[config.mk]
export PLATFORM = sky130hd
export DESIGN_NAME = pwm3_interleave
export DESIGN_NICKNAME = d
export VERILOG_FILES = /design/src/rtl/pwm3_interleave.sv
export SDC_FILE = /design/constraint.sdc
export NUM_CORES = 1
export LEC_CHECK = 0
export ABC_CLOCK_PERIOD_IN_PS = 8100
export BUFFER_PORTS_ARGS = -buffer_cell sky130_fd_sc_hd__clkbuf_2
export CAP_MARGIN = 20
export CORE_MARGIN = 2
export CORE_UTILIZATION = 44
export CTS_BUF_LIST = sky130_fd_sc_hd__clkbuf_4 sky130_fd_sc_hd__clkbuf_8
export DETAILED_ROUTE_END_ITERATION = 6
export GPL_ROUTABILITY_DRIVEN = 1
export PLACE_DENSITY = 0.61
export SYNTH_ARGS = -nofsm -noshare
export SYNTH_HDL_FRONTEND = slang
export SYNTH_SLANG_ARGS = --single-unit
[constraint.sdc]
create_clock -name clk -period 8.1 [get_ports clk]
set_clock_uncertainty 0.1 [all_clocks]
set_input_delay 1.62 -clock clk [delete_from_list [all_inputs] [get_ports clk]]
set_output_delay 1.62 -clock clk [all_outputs]
set_load 0.005 [all_outputs]
[src/rtl/pwm3_interleave.sv]
module pwm3_interleave #(
  parameter int CW      = 16,
  parameter int DW      = 8,
  parameter int DEF_PRD = 333,
  parameter int DEF_P1A = 167,
  parameter int DEF_P2A = 278,
  parameter int DEF_P2B = 111,
  parameter int DEF_P3A = 222,
  parameter int DEF_P3B = 56,
  parameter int DEF_DT  = 40
) (
  input  logic          clk,
  input  logic          rst_n,
  input  logic          wr_en,
  input  logic [2:0]    wr_addr,
  input  logic [CW-1:0] wr_data,
  input  logic          arm,
  output logic          ph1_hi,
  output logic          ph1_lo,
  output logic          ph2_hi,
  output logic          ph2_lo,
  output logic          ph3_hi,
  output logic          ph3_lo
);
  localparam int NPH = 3;

  logic [CW-1:0] sh_prd, sh_p1a, sh_p2a, sh_p2b, sh_p3a, sh_p3b;
  logic [CW-1:0] ac_prd, ac_p1a, ac_p2a, ac_p2b, ac_p3a, ac_p3b;
  logic [DW-1:0] dt;
  logic [CW-1:0] cnt;
  logic          armed;
  logic [NPH-1:0] raw, raw_n, hi, lo;

  function automatic logic set_ok(input logic [CW-1:0] p, a1, a2, b2, a3, b3);
    return (a1 < p) && (a2 < p) && (b2 < p) && (a3 < p) && (b3 < p) && (b2 < a1);
  endfunction

  wire sh_ok = set_ok(sh_prd, sh_p1a, sh_p2a, sh_p2b, sh_p3a, sh_p3b);
  wire wrap  = (cnt == ac_prd);
  wire take  = wrap && (armed || arm) && sh_ok;

  always_ff @(posedge clk or negedge rst_n) begin
    if (!rst_n) begin
      sh_prd <= CW'(DEF_PRD);
      sh_p1a <= CW'(DEF_P1A);
      sh_p2a <= CW'(DEF_P2A);
      sh_p2b <= CW'(DEF_P2B);
      sh_p3a <= CW'(DEF_P3A);
      sh_p3b <= CW'(DEF_P3B);
      dt     <= DW'(DEF_DT);
    end else if (wr_en) begin
      case (wr_addr)
        3'd0: sh_prd <= wr_data;
        3'd1: sh_p1a <= wr_data;
        3'd2: sh_p2a <= wr_data;
        3'd3: sh_p2b <= wr_data;
        3'd4: sh_p3a <= wr_data;
        3'd5: sh_p3b <= wr_data;
        3'd6: dt     <= wr_data[DW-1:0];
        default: ;
      endcase
    end
  end

  always_ff @(posedge clk or negedge rst_n) begin
    if (!rst_n) begin
      ac_prd <= CW'(DEF_PRD);
      ac_p1a <= CW'(DEF_P1A);
      ac_p2a <= CW'(DEF_P2A);
      ac_p2b <= CW'(DEF_P2B);
      ac_p3a <= CW'(DEF_P3A);
      ac_p3b <= CW'(DEF_P3B);
    end else if (take) begin
      ac_prd <= sh_prd;
      ac_p1a <= sh_p1a;
      ac_p2a <= sh_p2a;
      ac_p2b <= sh_p2b;
      ac_p3a <= sh_p3a;
      ac_p3b <= sh_p3b;
    end
  end

  always_ff @(posedge clk or negedge rst_n) begin
    if (!rst_n)             armed <= 1'b0;
    else if (take)          armed <= 1'b0;
    else if (arm && sh_ok)  armed <= 1'b1;
  end

  always_ff @(posedge clk or negedge rst_n) begin
    if (!rst_n)    cnt <= '0;
    else if (wrap) cnt <= '0;
    else           cnt <= cnt + 1'b1;
  end

  always_comb begin
    raw_n = raw;
    if (cnt == ac_p1a)      raw_n[0] = 1'b0;
    else if (cnt == '0)     raw_n[0] = 1'b1;
    if (cnt == ac_p2a)      raw_n[1] = 1'b0;
    else if (cnt == ac_p2b) raw_n[1] = 1'b1;
    if (cnt == ac_p3a)      raw_n[2] = 1'b1;
    else if (cnt == ac_p3b) raw_n[2] = 1'b0;
  end

  always_ff @(posedge clk or negedge rst_n) begin
    if (!rst_n) raw <= '0;
    else        raw <= raw_n;
  end

  for (genvar g = 0; g < NPH; g++) begin : g_db
    logic [DW-1:0] age;
    always_ff @(posedge clk or negedge rst_n) begin
      if (!rst_n)                  age <= '0;
      else if (raw_n[g] != raw[g]) age <= '0;
      else if (age != '1)          age <= age + 1'b1;
    end
    assign hi[g] =  raw[g] & (age >= dt);
    assign lo[g] = ~raw[g] & (age >= dt);
  end

  assign ph1_hi = hi[0];
  assign ph1_lo = lo[0];
  assign ph2_hi = hi[1];
  assign ph2_lo = lo[1];
  assign ph3_hi = hi[2];
  assign ph3_lo = lo[2];

  AST_CNT_WRAP: assert property (@(posedge clk) disable iff (!rst_n)
    wrap |=> (cnt == '0));

  AST_ACT_AT_WRAP: assert property (@(posedge clk) disable iff (!rst_n)
    !$stable({ac_prd, ac_p1a, ac_p2a, ac_p2b, ac_p3a, ac_p3b}) |-> $past(wrap));

  AST_ACT_SANE: assert property (@(posedge clk) disable iff (!rst_n)
    set_ok(ac_prd, ac_p1a, ac_p2a, ac_p2b, ac_p3a, ac_p3b));

  AST_ONE_SHOT: assert property (@(posedge clk) disable iff (!rst_n)
    take |=> !armed);

  AST_ARM_ON_WRAP: assert property (@(posedge clk) disable iff (!rst_n)
    (wrap && arm && sh_ok) |=> (ac_prd == $past(sh_prd)));
endmodule

==> results.json <==
{
  "whs_path_depth": 1,
  "htreeDepth": 2,
  "synth_top_area_share_pct": 34.5,
  "critPathRequiredTime_ns": 6.38,
  "syn_to_final_growth_pct": 11.3,
  "core_area_sq_um": 29700,
  "p_per_area_nw_per_um2": 287,
  "p_int_w": 0.00278,
  "holdPathEnd": "dt[1]",
  "design_area_sq_um": 14800,
  "first_pass_iters": 4,
  "viasPerCell": 5.50,
  "yosysMostFrequentCell": "dfrtp_1",
  "rows": 63,
  "cts_max_path_buffers": 3,
  "dp_hpwl_mm": 25.1,
  "arrival_ns": 2.52,
  "synth_edf_count": 0,
  "seqPwrFrac_pct": 42.4,
  "r2r-start": "sh_p1a[15]",
  "p_sw_share_pct": 34.8,
  "drt_first_iter_violations": 512,
  "wl_mm": 34.5,
  "start_kind": "flip-flop",
  "reg2reg_to": "ac_p3a[13]",
  "switching_power_w": 0.00148,
  "r2r_cells": 10,
  "tightest_slew_ns": 0.996,
  "slew_headroom_pct": 33.1,
  "synth_seq_cells": 244,
  "critPathCaptureType": "primary output",
  "synth_nets": 1276,
  "min-delay-start": "dt[1]",
  "clock-root-buffer": "clkbuf_8",
  "synthTopCellsByCount": "dfrtp_1 (184), mux2_2 (130), ha_1 (119)",
  "via_count": 8809,
  "ctsResizeCount": 0,
  "cts-hold-fix-buffers": 0,
  "drcViolationCount": 0,
  "synth_area_leaders": "dfrtp_1 (35%), dfstp_2 (12%), ha_1 (11%), mux2_2 (11%), mux2_4 (4.5%)",
  "clk_latency_ns": 0.56,
  "drive_gt1_share_pct": 29.3,
  "syn_inst": 1134,
  "dieArea_sq_um": 31700,
  "fin_setup_tns_ns": 0,
  "placed_area_sq_um": 13900,
  "outcome": "completed",
  "wire_per_inst_microns": 21.5,
  "fin_crit_ns": 4.24,
  "postRouteAntennaNets": 0,
  "synth.largest_area_cell": "dfrtp_1",
  "grt_pass1_wl_mm": 53.3,
  "hp-class": "flip-flop to flip-flop",
  "io_pins": 29,
  "antenna_found_initial": 0,
  "start_util_pct": 44.9,
  "rsz0062_at_grt": "false",
  "fp.dieW_microns": 178,
  "synthesis.area_sq_um": 13300,
  "cts_setup_buffers": 0,
  "cts_buffers": 43,
  "seq_area_frac_synth_pct": 46.3,
  "fillers": 2625,
  "synthDistinctLibCells": 58,
  "track_usage_pct": 22.6,
  "synth.avg_cell_area_sq_um": 11.8,
  "p_leak_nw": 7.05,
  "p_clk_share_pct": 29.3,
  "pwr-share-comb_pct": 28.2,
  "clk_pin_slew_worst_paths_ns": 0.06,
  "portBuffers": 28,
  "async_flop_share_pct": 100,
  "crit_fanout": 4,
  "yosysWarnings": 0,
  "peakVddDrop_mv": 0.176,
  "period_share_pct": 52.3,
  "synth_ff_type": "dfrtp_1",
  "cts_sinks": 244,
  "grt_overflow_total": 0,
  "grt_pass1_vias": 8899,
  "crit_type": "flip-flop to primary output",
  "cts_tree": "done",
  "setup_viol": 0,
  "die_y_microns": 178,
  "max_freq_mhz": 236,
  "grt_max_degree": 124,
  "nets": 1320,
  "antenna_cells": 0,
  "place_congestion": 0.935,
  "drv_cap": 0,
  "hold_viol_final": 0,
  "drv_slew": 0,
  "r2r_slack_ns": 4.25
}
==> stage by stage <==
stage,total power [W],utilization [%],setup slack [ns],hold WS (ns),instances
global route,0.00455,50.0,3.65,0.418,1602
floorplan,0.00259,-,4.69,0.379,1134
CTS,0.00429,49.9,3.84,0.406,1601
global placement,0.00299,46.7,4.29,0.387,1522
detailed placement,0.00302,46.7,4.25,0.391,1522
finish,0.00426,50.0,3.86,0.403,1602
==> how the worst max path moves through the flow <==
stage,start,end,slack (ns),depth (start not counted)
6_report,dt[0],ph3_hi,3.86,9
3_5_place_dp,sh_p1a[15],ac_p2a[13],4.25,10
3_3_place_gp,sh_p1a[15],ac_p2a[14],4.29,10
2_1_floorplan,dt[0],ph2_hi,4.69,8
5_1_grt,g_db[1].age[0],ph2_hi,3.65,10
4_1_cts,dt[0],ph2_hi,3.84,9
==> worst max-delay path, stage by stage (launching register included) <==
cell and delay, ns:
dfrtp_1 0.43, ha_1 0.30, nand2b_1 0.13, a21o_1 0.17, a21o_1 0.17, a211oi_1 0.24
o21bai_1 0.11, a31oi_1 0.23, nor2b_1 0.07, clkbuf_2 0.11
==> area by class of cell <==
class | count | area [sq um] | area share, %
Sequential cell | 244 | 6180 | 41.6
Timing Repair Buffer | 39 | 245 | 1.65
Clock inverter | 10 | 81.3 | 0.548
Tap cell | 390 | 488 | 3.29
Clock buffer | 69 | 881 | 5.93
Inverter | 47 | 176 | 1.19
Multi-Input combinational cell | 803 | 6800 | 45.8
==> power by group through the flow <==
stage	registers, W	clock network [W]	logic [W]
after global routing	0.00184	0.00133	0.00138
after CTS	0.00181	0.00128	0.00121
final	0.00181	0.00125	0.00120
after detailed placement	0.00182	0	0.00120
after global placement	0.00182	0	0.00117
after floorplan	0.00164	0	0.000953
==> placed cells by master (no fill, tap or decap), drive strengths merged, types with 5 or more instances in the layout <==
master,n
mux2,170
dfrtp,184
and3,11
ha,119
nor2b,8
a31oi,5
nand2,65
nand4,28
a21o,11
clkinv,8
dfstp,60
nor2,54
nand2b,9
a21oi,33
xnor2,60
o21a,5
a211oi,5
nor4,21
inv,48
nand3,22
buf,12
xor2,58
nor3b,6
o21ai,54
clkbuf,96
nor3,10
==> registers in the layout, indices dropped and copies added (netlist names) <==
name / count
ac_p2a: 16
sh_p3a: 16
armed: 1
ac_p3a: 16
g_db.age: 24
sh_p1a: 16
ac_p3b: 16
cnt: 16
ac_prd: 16
sh_p2a: 16
sh_prd: 16
ac_p1a: 16
raw: 3
sh_p2b: 16
sh_p3b: 16
dt: 8
ac_p2b: 16
==> metal layers <==
metal  track usage [%]  up-vias  wire length [microns]
li1                  -     4148                      -
met1              31.3     4443                  16200
met2              37.0      160                  16100
met3              3.50       58                   1370
met4              6.05        0                    772
met5                 0        -                      0
==> cells by family (layout without fill, tap and decap cells) <==
kind of cell               count (synthesis)  count (layout)  share of synthesized area (%)
adders and majority gates                119             119                           11.2
muxes                                    174             174                           15.8
DFF                                      244             244                           46.3
buffers and inverters                     87             165                           2.84
and+or+nand+nor                          247             247                           9.48
AOI/OAI and AO/OA                        145             145                           6.64
xor gates and xnor gates                 118             118                           7.75
(Power assumes the default switching activity.)
